==> src/rtl/tint_tlb.sv <==
module tint_tlb #(
  parameter int ENTRIES = 8,
  parameter int VPN_W   = 20,
  parameter int PPN_W   = 16,
  parameter int TINT_W  = 2,
  parameter int WAYS    = 4
) (
  input  logic              clk,
  input  logic              rst_n,
  input  logic              lk_valid,
  input  logic [VPN_W-1:0]  lk_vpn,
  output logic              lk_hit,
  output logic              lk_miss,
  output logic [PPN_W-1:0]  lk_ppn,
  output logic              lk_cacheable,
  output logic [WAYS-1:0]   lk_ways,
  input  logic              ent_we,
  input  logic [VPN_W-1:0]  ent_vpn,
  input  logic [PPN_W-1:0]  ent_ppn,
  input  logic [TINT_W-1:0] ent_tint,
  input  logic              ent_cacheable,
  input  logic              tint_we,
  input  logic [TINT_W-1:0] tint_idx,
  input  logic [WAYS-1:0]   tint_mask
);

  localparam int IDX_W = (ENTRIES > 1) ? $clog2(ENTRIES) : 1;
  localparam int TINTS = 1 << TINT_W;

  logic [ENTRIES-1:0] vld_q;
  logic [VPN_W-1:0]   vpn_q  [ENTRIES];
  logic [PPN_W-1:0]   ppn_q  [ENTRIES];
  logic [TINT_W-1:0]  tint_q [ENTRIES];
  logic [ENTRIES-1:0] cach_q;
  logic [WAYS-1:0]    mask_q [TINTS];
  logic [IDX_W-1:0]   ptr_q;

  logic             hit_any, ent_found;
  logic [IDX_W-1:0] hit_idx, ent_idx, wr_slot;
  logic [TINT_W-1:0] hit_tint;
  logic [WAYS-1:0]  resolved;

  always_comb begin
    hit_any = 1'b0;
    hit_idx = '0;
    ent_found = 1'b0;
    ent_idx = '0;
    for (int i = 0; i < ENTRIES; i++) begin
      if (vld_q[i] && vpn_q[i] == lk_vpn) begin
        hit_any = 1'b1;
        hit_idx = IDX_W'(i);
      end
      if (vld_q[i] && vpn_q[i] == ent_vpn) begin
        ent_found = 1'b1;
        ent_idx = IDX_W'(i);
      end
    end
  end

  assign hit_tint = tint_q[hit_idx];
  assign resolved = (tint_we && tint_idx == hit_tint) ? tint_mask : mask_q[hit_tint];
  assign wr_slot  = ent_found ? ent_idx : ptr_q;

  assign lk_hit       = lk_valid & hit_any;
  assign lk_miss      = lk_valid & ~hit_any;
  assign lk_ppn       = lk_hit ? ppn_q[hit_idx] : '0;
  assign lk_cacheable = lk_hit & cach_q[hit_idx];
  assign lk_ways      = lk_hit ? resolved : '0;

  always_ff @(posedge clk) begin
    if (!rst_n) begin
      vld_q <= '0;
      ptr_q <= '0;
      for (int t = 0; t < TINTS; t++) mask_q[t] <= '1;
    end else begin
      if (ent_we) begin
        vld_q[wr_slot] <= 1'b1;
        if (!ent_found)
          ptr_q <= (ptr_q == IDX_W'(ENTRIES - 1)) ? '0 : ptr_q + 1'b1;
      end
      if (tint_we) mask_q[tint_idx] <= tint_mask;
    end
  end

  always_ff @(posedge clk) begin
    if (ent_we) begin
      vpn_q[wr_slot]  <= ent_vpn;
      ppn_q[wr_slot]  <= ent_ppn;
      tint_q[wr_slot] <= ent_tint;
      cach_q[wr_slot] <= ent_cacheable;
    end
  end

  assert_hit_miss_exclusive_R1: assert property (@(posedge clk) disable iff (!rst_n)
    $onehot0({lk_hit, lk_miss}));

  assert_idle_quiet_R3: assert property (@(posedge clk) disable iff (!rst_n)
    !lk_valid |-> (!lk_hit && !lk_miss && lk_ways == '0));

  assert_miss_no_mask_R2: assert property (@(posedge clk) disable iff (!rst_n)
    lk_miss |-> (lk_ways == '0 && lk_ppn == '0 && !lk_cacheable));

  assert_install_visible_R5: assert property (@(posedge clk) disable iff (!rst_n)
    ent_we |=> (!(lk_valid && lk_vpn == $past(ent_vpn)) ||
                (lk_hit && lk_ppn == $past(ent_ppn))));

  assert_ptr_advance_R6: assert property (@(posedge clk) disable iff (!rst_n)
    (ent_we && !ent_found && ptr_q != IDX_W'(ENTRIES - 1)) |=> ptr_q == $past(ptr_q) + 1'b1);

  assert_ptr_hold_R7: assert property (@(posedge clk) disable iff (!rst_n)
    (ent_we && ent_found) |=> $stable(ptr_q));

  assert_tint_update_R8: assert property (@(posedge clk) disable iff (!rst_n)
    (tint_we && !ent_we) |=> ((lk_hit && hit_tint == $past(tint_idx) &&
                               !(tint_we && tint_idx == hit_tint))
                              -> lk_ways == $past(tint_mask)));

  assert_tint_bypass_R9: assert property (@(posedge clk) disable iff (!rst_n)
    (lk_hit && tint_we && tint_idx == hit_tint) |-> lk_ways == tint_mask);

endmodule

==> config.mk <==
export PLATFORM = sky130hd
export DESIGN_NAME = tint_tlb
export DESIGN_NICKNAME = d
export VERILOG_FILES = /design/src/rtl/tint_tlb.sv
export SDC_FILE = /design/constraint.sdc
export NUM_CORES = 1
export LEC_CHECK = 0
export ABC_AREA = 1
export BUFFER_PORTS_ARGS = -buffer_cell sky130_fd_sc_hd__buf_2
export CAP_MARGIN = 20
export CORE_UTILIZATION = 43
export CTS_CLUSTER_DIAMETER = 80
export DETAILED_ROUTE_END_ITERATION = 7
export PLACE_DENSITY = 0.59
export SKIP_LAST_GASP = 1
export SLEW_MARGIN = 20
export SYNTH_ARGS = -nofsm -noshare
export SYNTH_HDL_FRONTEND = slang
export SYNTH_SLANG_ARGS = --single-unit
==> constraint.sdc <==
create_clock -name clk -period 4.5 [get_ports clk]
set_input_delay 0.225 -clock clk [delete_from_list [all_inputs] [get_ports clk]]
set_output_delay 0.225 -clock clk [all_outputs]
set_load 0.02 [all_outputs]
### Word level (Yosys, flattened, before mapping)

Memory sizes are Yosys's and may differ from the RTL's.
Index checks and enable logic that the tools add are counted.

| storage, ports and cells | value |
|---|---|
| flip-flop bits (word level) | 19 |
| memories kept | 4 |
| memory bits (writable) | 320 |
| input port bits | 70 |

Memories:

| name | words | bits a word | read ports | clocked after Yosys merged registers in | write ports | line | RTL |
|---|---|---|---|---|---|---|---|
| vpn_q | 8 | 20 | 8 | 0 | 1 | 31 | `logic [VPN_W-1:0] vpn_q [ENTRIES];` |
| ppn_q | 8 | 16 | 1 | 0 | 1 | 32 | `logic [PPN_W-1:0] ppn_q [ENTRIES];` |
| mask_q | 4 | 4 | 1 | 0 | 4 | 35 | `logic [WAYS-1:0] mask_q [TINTS];` |
| tint_q | 8 | 2 | 1 | 0 | 1 | 33 | `logic [TINT_W-1:0] tint_q [ENTRIES];` |

| operators by class | value |
|---|---|
| bitwise logic cells | 6 |
| order comparisons | 3 |
| add/sub/neg operators | 1 |
| reduce and logical (&&, ||, !) cells | 20 |
| mux-type cells | 49 |
| eq/ne operators | 18 |

Operators by type and width:

| operator | count |
|---|---|
| == test 20 bit | 16 |
| 2-to-1 mux 3 bit | 14 |
| 2-to-1 mux 1 bit | 27 |
| logical AND 1 bit | 18 |
| 2-to-1 mux 16 bit | 1 |
| 2-to-1 mux 4 bit | 3 |
| bitwise mux 8 bit | 1 |
| < comparator 3 x 4 -> 1 bit, second input constant | 2 |
| OR 8 bit | 1 |
| OR reduction 4 bit | 1 |
| adder 3 x 1 -> 3 bit, second input constant | 1 |
| AND 1 bit | 3 |
| binary-select mux 1 bit (select 3 bit) | 1 |
| demux 1 bit (select 3 bit) | 1 |
| == test 3 bit, second input constant | 1 |
| greater-or-equal comparator 3 x 1 -> 1 bit, second input constant | 1 |
| == test 2 bit | 1 |
| 2-to-1 mux 2 bit | 1 |
| NOT 1 bit | 2 |
| AND reduction 2 bit | 1 |

### Longest topological paths before layout

Gate-level depths: netlist of the first run.
An unclocked memory read counts as a cell.

| logic depth | value |
|---|---|
| depth in word-level cells | 17 |
| mapped depth | 25 |

### Least setup slack after synthesis of the first run

Ideal clock, no wire load.

| timing path | value |
|---|---|
| kind | input to register |
| start | input ent_vpn[9] |
| end | register cach_q[7], enable pin |
| data arrival time | 3.440 ns |
| library setup time | 0.437 ns |
| stages on the path | 12 |
| slack | 0.623 ns |
| cell sequence | buf_2 -> inv_1 -> o22ai_1 -> or4_1 -> nor2_1 -> nand3b_1 -> nand2_1 -> nor2_1 -> nand2_1 -> or2_1 -> nand2_1 -> nor2_1 |

RTL lines:

| what | line | RTL |
|---|---|---|
| from (decl) | 18 | `input logic [VPN_W-1:0] ent_vpn,` |
| to (signal, indexed assignment) | 90 | `cach_q[wr_slot] <= ent_cacheable;` |
| to (decl) | 34 | `logic [ENTRIES-1:0] cach_q;` |

==> impl_metrics.json, run 1 <==
{
  "synthCells": 1963,
  "syn_avg_cell_area_um2": 9.28,
  "synth_area_leaders": "edfxtp_1 (54%), nand2_1 (8.8%), nor2_1 (4.8%)",
  "p_seq_share_pct": 45.8,
  "layout_setup_ws_ns": 0.329,
  "crit_path_start_kind": "register",
  "fmax_ghz": 0.240,
  "grt.total_usage_pct": 34.1,
  "yosys_register_bits": 339,
  "yosysSeqAreaShare_pct": 55.3,
  "finish.instance_area_mm2": 0.0211,
  "rsz0062_at_grt": "false",
  "p_int_mw": 5.84,
  "fp.dieH_um": 208,
  "rows": 75,
  "max_cap_viol_count": 0,
  "numPortBuffers": 92,
  "dp_hpwl_mm": 50.3,
  "clk_pin_slew_ns": 0.06,
  "combPwrFrac_pct": 10.0,
  "post-synth-top-count-cell": "nand2_1",
  "placed_area_mm2": 0.0195,
  "start_util_pct": 43.5,
  "synth_largest_area_cell": "edfxtp_1",
  "finalCriticalPeriod_ns": 4.17,
  "hold_viol": 0,
  "hp-class": "input pin to register",
  "fin_crit_sh_pct": 92.7,
  "synth_top_cell_area_share_pct": 54.1,
  "cts.sinks": 339,
  "drv_slew": 0,
  "ys.flop_type": "edfxtp_1",
  "avgViaCountPerCell": 6.11,
  "vdd_drop_max_mv": 0.377,
  "drive_gt1_share_pct": 13.4,
  "yosysUniqueCellTypes": 56,
  "syn_area_mm2": 0.0182,
  "pin_count": 93,
  "setup_violations": 0,
  "worst_ep_required_time_ns": 4.28,
  "antenna_left": 0,
  "grt_pass1_wl_mm": 106,
  "first_pass_iters": 6,
  "postCtsSetupBuffers": 0,
  "num_vias": 16337,
  "grt_start_max_net_pins": 59,
  "pwr_density_cell_mw_per_mm2": 373,
  "dieArea_mm2": 0.0432,
  "area_growth_pct": 16.0,
  "finalSetupTns_ns": 0,
  "grt_pass1_vias": 15491,
  "tightest_slew_ns": 0.851,
  "antennaDiodeCount": 0,
  "wire_per_inst_um": 27.6,
  "synth_nets": 2035,
  "critical_path_class": "register to primary output",
  "dieWidth_um": 208,
  "slowest_stage": "xnor2_1",
  "crit_arrival_ns": 3.95,
  "grt_overflow": 0,
  "htreeDepth": 2,
  "antenna_found_initial": 0,
  "fin_skew_ns": 0.0261,
  "synth_edf_count": 328,
  "switchingPower_mw": 2.04,
  "cp_slowest_stage_delay_ns": 0.54,
  "cts_tree": "built",
  "drc": 0,
  "relSlewSlack_pct": 42.9,
  "cp_max_fo": 34,
  "n_fill_cell": 3890,
  "nNetsFinal": 2178,
  "hold_path.startpoint": "tint_mask[0]",
  "insertion_delay_ns": 0.58,
  "yosys_warnings": 0,
  "gp_congestion": 1.03,
  "clock-root-buffer": "clkbuf_16",
  "p_leak_nw": 8.36,
  "crit_path_start": "vpn_q[4][8]",
  "cts-resized-gates": 0,
  "clk_path_buf_depth": 3,
  "crit_path_cell_trace": "xnor2_1, nand3_1, nor2_1, nand3_1, nand2_1, inv_2, a21oi_4, buf_4, o21ai_0, o221ai_1, nand2_1, nor2_1, buf_2",
  "switching_share_pct": 25.8,
  "clock_power_share_pct": 44.2,
  "cp-end-kind": "primary output",
  "core_mm2": 0.0419,
  "r2r-start": "vpn_q[3][0]",
  "drt-initial-drc-count": 2359,
  "place_ws_ns": 0.448,
  "outcome": "finished clean",
  "wirelength_mm": 73.9,
  "async_flop_share_pct": 0,
  "synth_commonest_cells": "nand2_1 (425), edfxtp_1 (328), nor2_1 (235)",
  "cts_buffers": 40
}
==> worst paths after layout <==
check | end | slack, ns | cells past startpoint
setup / recovery | lk_ppn[11] | 0.33 | 13
setup reg to reg | ppn_q[4][13] | 0.84 | 14
hold / removal | mask_q[1][0] | 0.03 | 3
hold reg to reg | vld_q[0] | 0.49 | 2
==> layout make-up <==
cell class | instances | area, um^2 | area share [%]
clock buffer | 44 | 1020 | 4.81
clock inverter | 29 | 384 | 1.82
inverter | 232 | 873 | 4.13
multi-input combinational | 1326 | 6910 | 32.7
sequential | 339 | 10100 | 47.7
tap | 539 | 674 | 3.19
timing repair buffer | 167 | 1200 | 5.70
==> layer usage <==
layer / vias up / part of all wire, % / routed length [um] / GRT usage [%]
met5: - / 0 / 0 / 0
met1: 7800 / 40 / 29200 / 45.4
li1: 7140 / - / - / -
met4: 0 / 6.3 / 4620 / 18.4
met2: 1146 / 42 / 31400 / 51.3
met3: 251 / 12 / 8690 / 8.32
==> layout by cell type, fill, tap and decap left out, drive strengths merged <==
master	count
nor4	33
clkinv	24
a31oi	1
bufinv	7
and2	1
or2	9
nor3b	6
or4	1
o21ai	125
inv	225
nand4	63
dfxtp	11
buf	145
nor4b	1
o22ai	70
a221o	1
a221oi	14
edfxtp	328
ha	2
o221a	17
a311oi	1
nand2	439
dlygate4sd3	22
a21boi	1
o2111ai	9
nor2	242
nand3	103
o221ai	19
clkbuf	44
nand3b	18
nor3	27
a21oi	26
and3	1
o211ai	1
xnor2	47
a211oi	5
xor2	43
clkinvlp	5
==> critical path: cells and delay by family, from the launching register on <==
family	cells	cell delay (ns)
AO/OA/AOI/OAI	3	0.60
buffers and inverters	3	0.66
AND/OR/NAND/NOR	6	1.06
flip-flops	1	0.47
XOR/XNOR	1	0.54
==> kinds of logic (layout without fill, tap and decap cells) <==
family | Yosys count | after routing | share of synthesized area [%]
xor+xnor | 90 | 90 | 4.33
buf+inv | 298 | 472 | 6.99
compound gates | 290 | 290 | 10.1
simple gates | 944 | 944 | 23.2
fa+ha+maj | 2 | 2 | 0.137
flops | 339 | 339 | 55.3
==> through the flow <==
stage	util (%)	total power, mW	std cells	hold slack, ns
3_5_place_dp	46.6	4.41	2581	0.469
5_1_grt	50.5	8.05	2676	0.0378
6_report	50.5	7.88	2676	0.0337
2_1_floorplan	-	4.05	1963	0.324
3_3_place_gp	46.6	4.42	2581	0.466
4_1_cts	50.5	7.88	2676	0.00454
==> repair_timing <==
item                       4_1_cts  5_1_grt
hold buffers                    22        0
setup endpoints to repair        0        0
hold endpoints to repair       157        0
==> power by group through the flow <==
stage | Clock, mW | Combinational, mW | Sequential [mW]
6_report | 3.48 | 0.787 | 3.61
5_1_grt | 3.61 | 0.822 | 3.61
4_1_cts | 3.52 | 0.757 | 3.61
3_5_place_dp | 0 | 0.739 | 3.67
3_3_place_gp | 0 | 0.746 | 3.67
2_1_floorplan | 0 | 0.395 | 3.66
==> state kept, by name, indices dropped and copies added, names as in the netlist <==
name,flops
cach_q,8
mask_q,16
ppn_q,128
ptr_q,3
tint_q,16
vld_q,8
vpn_q,160
Power figures use the tool's default switching activity.
==> run 2: changes to the inputs <==
Settings changed: CORE_ASPECT_RATIO set to 2, CORE_UTILIZATION 43 to 35, GPL_TIMING_DRIVEN set to 0, PLACE_DENSITY 0.59 to 0.5.
==> run 2 against run 1 <==
Against the previous run: sequential power hardly changed; maximum frequency is 6.9% lower; critical path type is now input pin to register; first-iteration DRC count is 40% lower; critical path depth is 3 higher; clock-buffer cell count is 3 lower; largest cell class unchanged; die area is 23% higher; largest power group unchanged; design area is 1.1% lower.
==> impl_metrics.json, run 2 (synthesis results as in run 1) <==
{
  "outcome": "finished clean",
  "vdd_drop_max_mv": 0.356,
  "r2r_cells": 13,
  "p_leak_nw": 8.14,
  "gp_congestion": 1.01,
  "first_pass_iters": 5,
  "multi_input_area_mm2": 0.00690,
  "drv_slew": 0,
  "dieArea_mm2": 0.0530,
  "num_vias": 16081,
  "switchingPower_mw": 1.90,
  "wire_per_inst_um": 31.9,
  "p_seq_share_pct": 51.3,
  "regMostFlops": "vpn_q",
  "antennaDiodeCount": 0,
  "finish.instance_area_mm2": 0.0209,
  "max_cap_viol_count": 0,
  "wirelength_mm": 89.1,
  "clock_power_share_pct": 36.9,
  "cp-end-kind": "register",
  "fmax_ghz": 0.223,
  "grt.total_usage_pct": 33.8,
  "rrSetupSlack_ns": 0.36,
  "finalCriticalPeriod_ns": 4.48,
  "r2r-start": "vpn_q[2][4]",
  "crit_arrival_ns": 4.77,
  "avgViaCountPerCell": 5.76,
  "postCtsSetupBuffers": 0,
  "grt_pass1_wl_mm": 122,
  "grt_start_max_net_pins": 40,
  "critical_path_class": "input pin to register",
  "n_fill_cell": 5163,
  "nNetsFinal": 2180,
  "start_util_pct": 35.4,
  "clk_path_buf_depth": 3,
  "antenna_left": 0,
  "rsz0062_at_grt": "true",
  "largestRegisters": "vpn_q (160), ppn_q (128)",
  "switching_share_pct": 27.1,
  "fin_crit_sh_pct": 99.6,
  "p_int_mw": 5.13,
  "finalSetupTns_ns": 0,
  "cp_max_fo": 21,
  "hp-class": "input pin to register",
  "setup_violations": 0,
  "fp.dieH_um": 325,
  "drc": 0,
  "drive_gt1_share_pct": 12.3,
  "hold_end": "mask_q[0][0]",
  "htreeDepth": 1,
  "antenna_found_initial": 0,
  "crit_path_start_kind": "input pin",
  "worst_ep_required_time_ns": 4.79,
  "dp.cells": 2710,
  "hold_path.startpoint": "tint_idx[0]",
  "seq_area_mm2": 0.0101,
  "dp_hpwl_mm": 65.8,
  "layout_commonest_cell": "nand2_1",
  "pin_count": 93,
  "cts_tree": "built",
  "core_mm2": 0.0515,
  "cts_buffers": 31,
  "grt_pass1_vias": 16234,
  "grt_overflow": 0,
  "combPwrFrac_pct": 11.8,
  "clk_pin_slew_ns": 0.06,
  "hold_depth": 3,
  "placed_area_mm2": 0.0197,
  "cts.sinks": 339,
  "dieWidth_um": 163,
  "largest_reg_flops": 160,
  "clock-root-buffer": "clkbuf_16",
  "fin_skew_ns": 0.0226,
  "area_growth_pct": 14.6,
  "holdWs_ns": 0.0479,
  "drt-initial-drc-count": 1421,
  "numPortBuffers": 78,
  "hold_viol": 0,
  "final_util_pct": 40.5,
  "tightest_slew_ns": 0.780,
  "layout.cells.non_filler": 2790,
  "pwr_density_cell_mw_per_mm2": 336,
  "relSlewSlack_pct": 47.9,
  "rows": 118,
  "worstReg2RegEnd": "vpn_q[1][4]",
  "insertion_delay_ns": 0.61,
  "layout_common_cells": "nand2_1 (424), edfxtp_1 (328), nor2_1 (232)"
}
==> run 2: layout make-up <==
cell class              instances  share of cell area, %
multi-input cells            1326                   33.0
inverters                     232                   4.26
clock inverters                14                  0.521
plain buffers                  66                   1.99
clock buffers                  41                   3.99
flip-flops and latches        339                   48.2
well taps                     660                   3.95
repair buffers                112                   4.04
==> run 2: per-layer routing <==
layer,vias up,track usage [%],share of wire (%)
li1,7141,-,-
met1,7869,34.1,33
met2,807,62.4,53
met3,264,3.38,5.3
met4,0,25.4,8.6
met5,-,0,0
==> run 2: stage by stage <==
step	setup WS, ns	power, mW
finish	0.0186	7.03
global placement	-3.15	4.45
CTS	0.0114	7.03
floorplan	0.623	4.05
global route	-0.0169	7.18
detailed placement	-0.833	4.46
==> run 2: how the worst max path moves through the flow <==
stage,slack [ns],from,depth (start not counted),end
after floorplan,0.62,ent_vpn[9],12,cach_q[7]
after global placement,-3.15,ent_vpn[19],14,ppn_q[7][14]
after detailed placement,-0.83,ent_vpn[15],16,ppn_q[2][10]
after CTS,0.01,vpn_q[1][18],18,lk_ppn[12]
after global routing,-0.02,vpn_q[2][9],18,lk_ppn[12]
final,0.02,ent_vpn[3],16,ppn_q[2][9]
==> run 2: power groups by stage <==
stage / logic (mW) / clock network, mW / registers, mW
6_report: 0.831 / 2.59 / 3.60
4_1_cts: 0.810 / 2.62 / 3.60
3_5_place_dp: 0.791 / 0 / 3.67
2_1_floorplan: 0.395 / 0 / 3.66
5_1_grt: 0.864 / 2.71 / 3.61
3_3_place_gp: 0.780 / 0 / 3.67
==> run 2: critical path, stage by stage <==
cell	delay [ns]
buf_2	0.31
buf_2	0.45
clkinv_1	0.62
o22ai_1	0.29
inv_1	0.07
o221ai_1	0.12
nor4_1	0.10
nand4_1	0.13
nand2_1	0.29
nor2_1	0.39
nand2_1	0.17
or2_1	0.30
nand2_1	0.27
nand3_1	0.38
inv_6	0.35
buf_12	0.23
==> run 2: what timing repair did <==
action	in CTS	in global routing
resized for setup	5	18
hold buffers	25	0
setup endpoints to repair	75	94
hold endpoints to repair	170	0
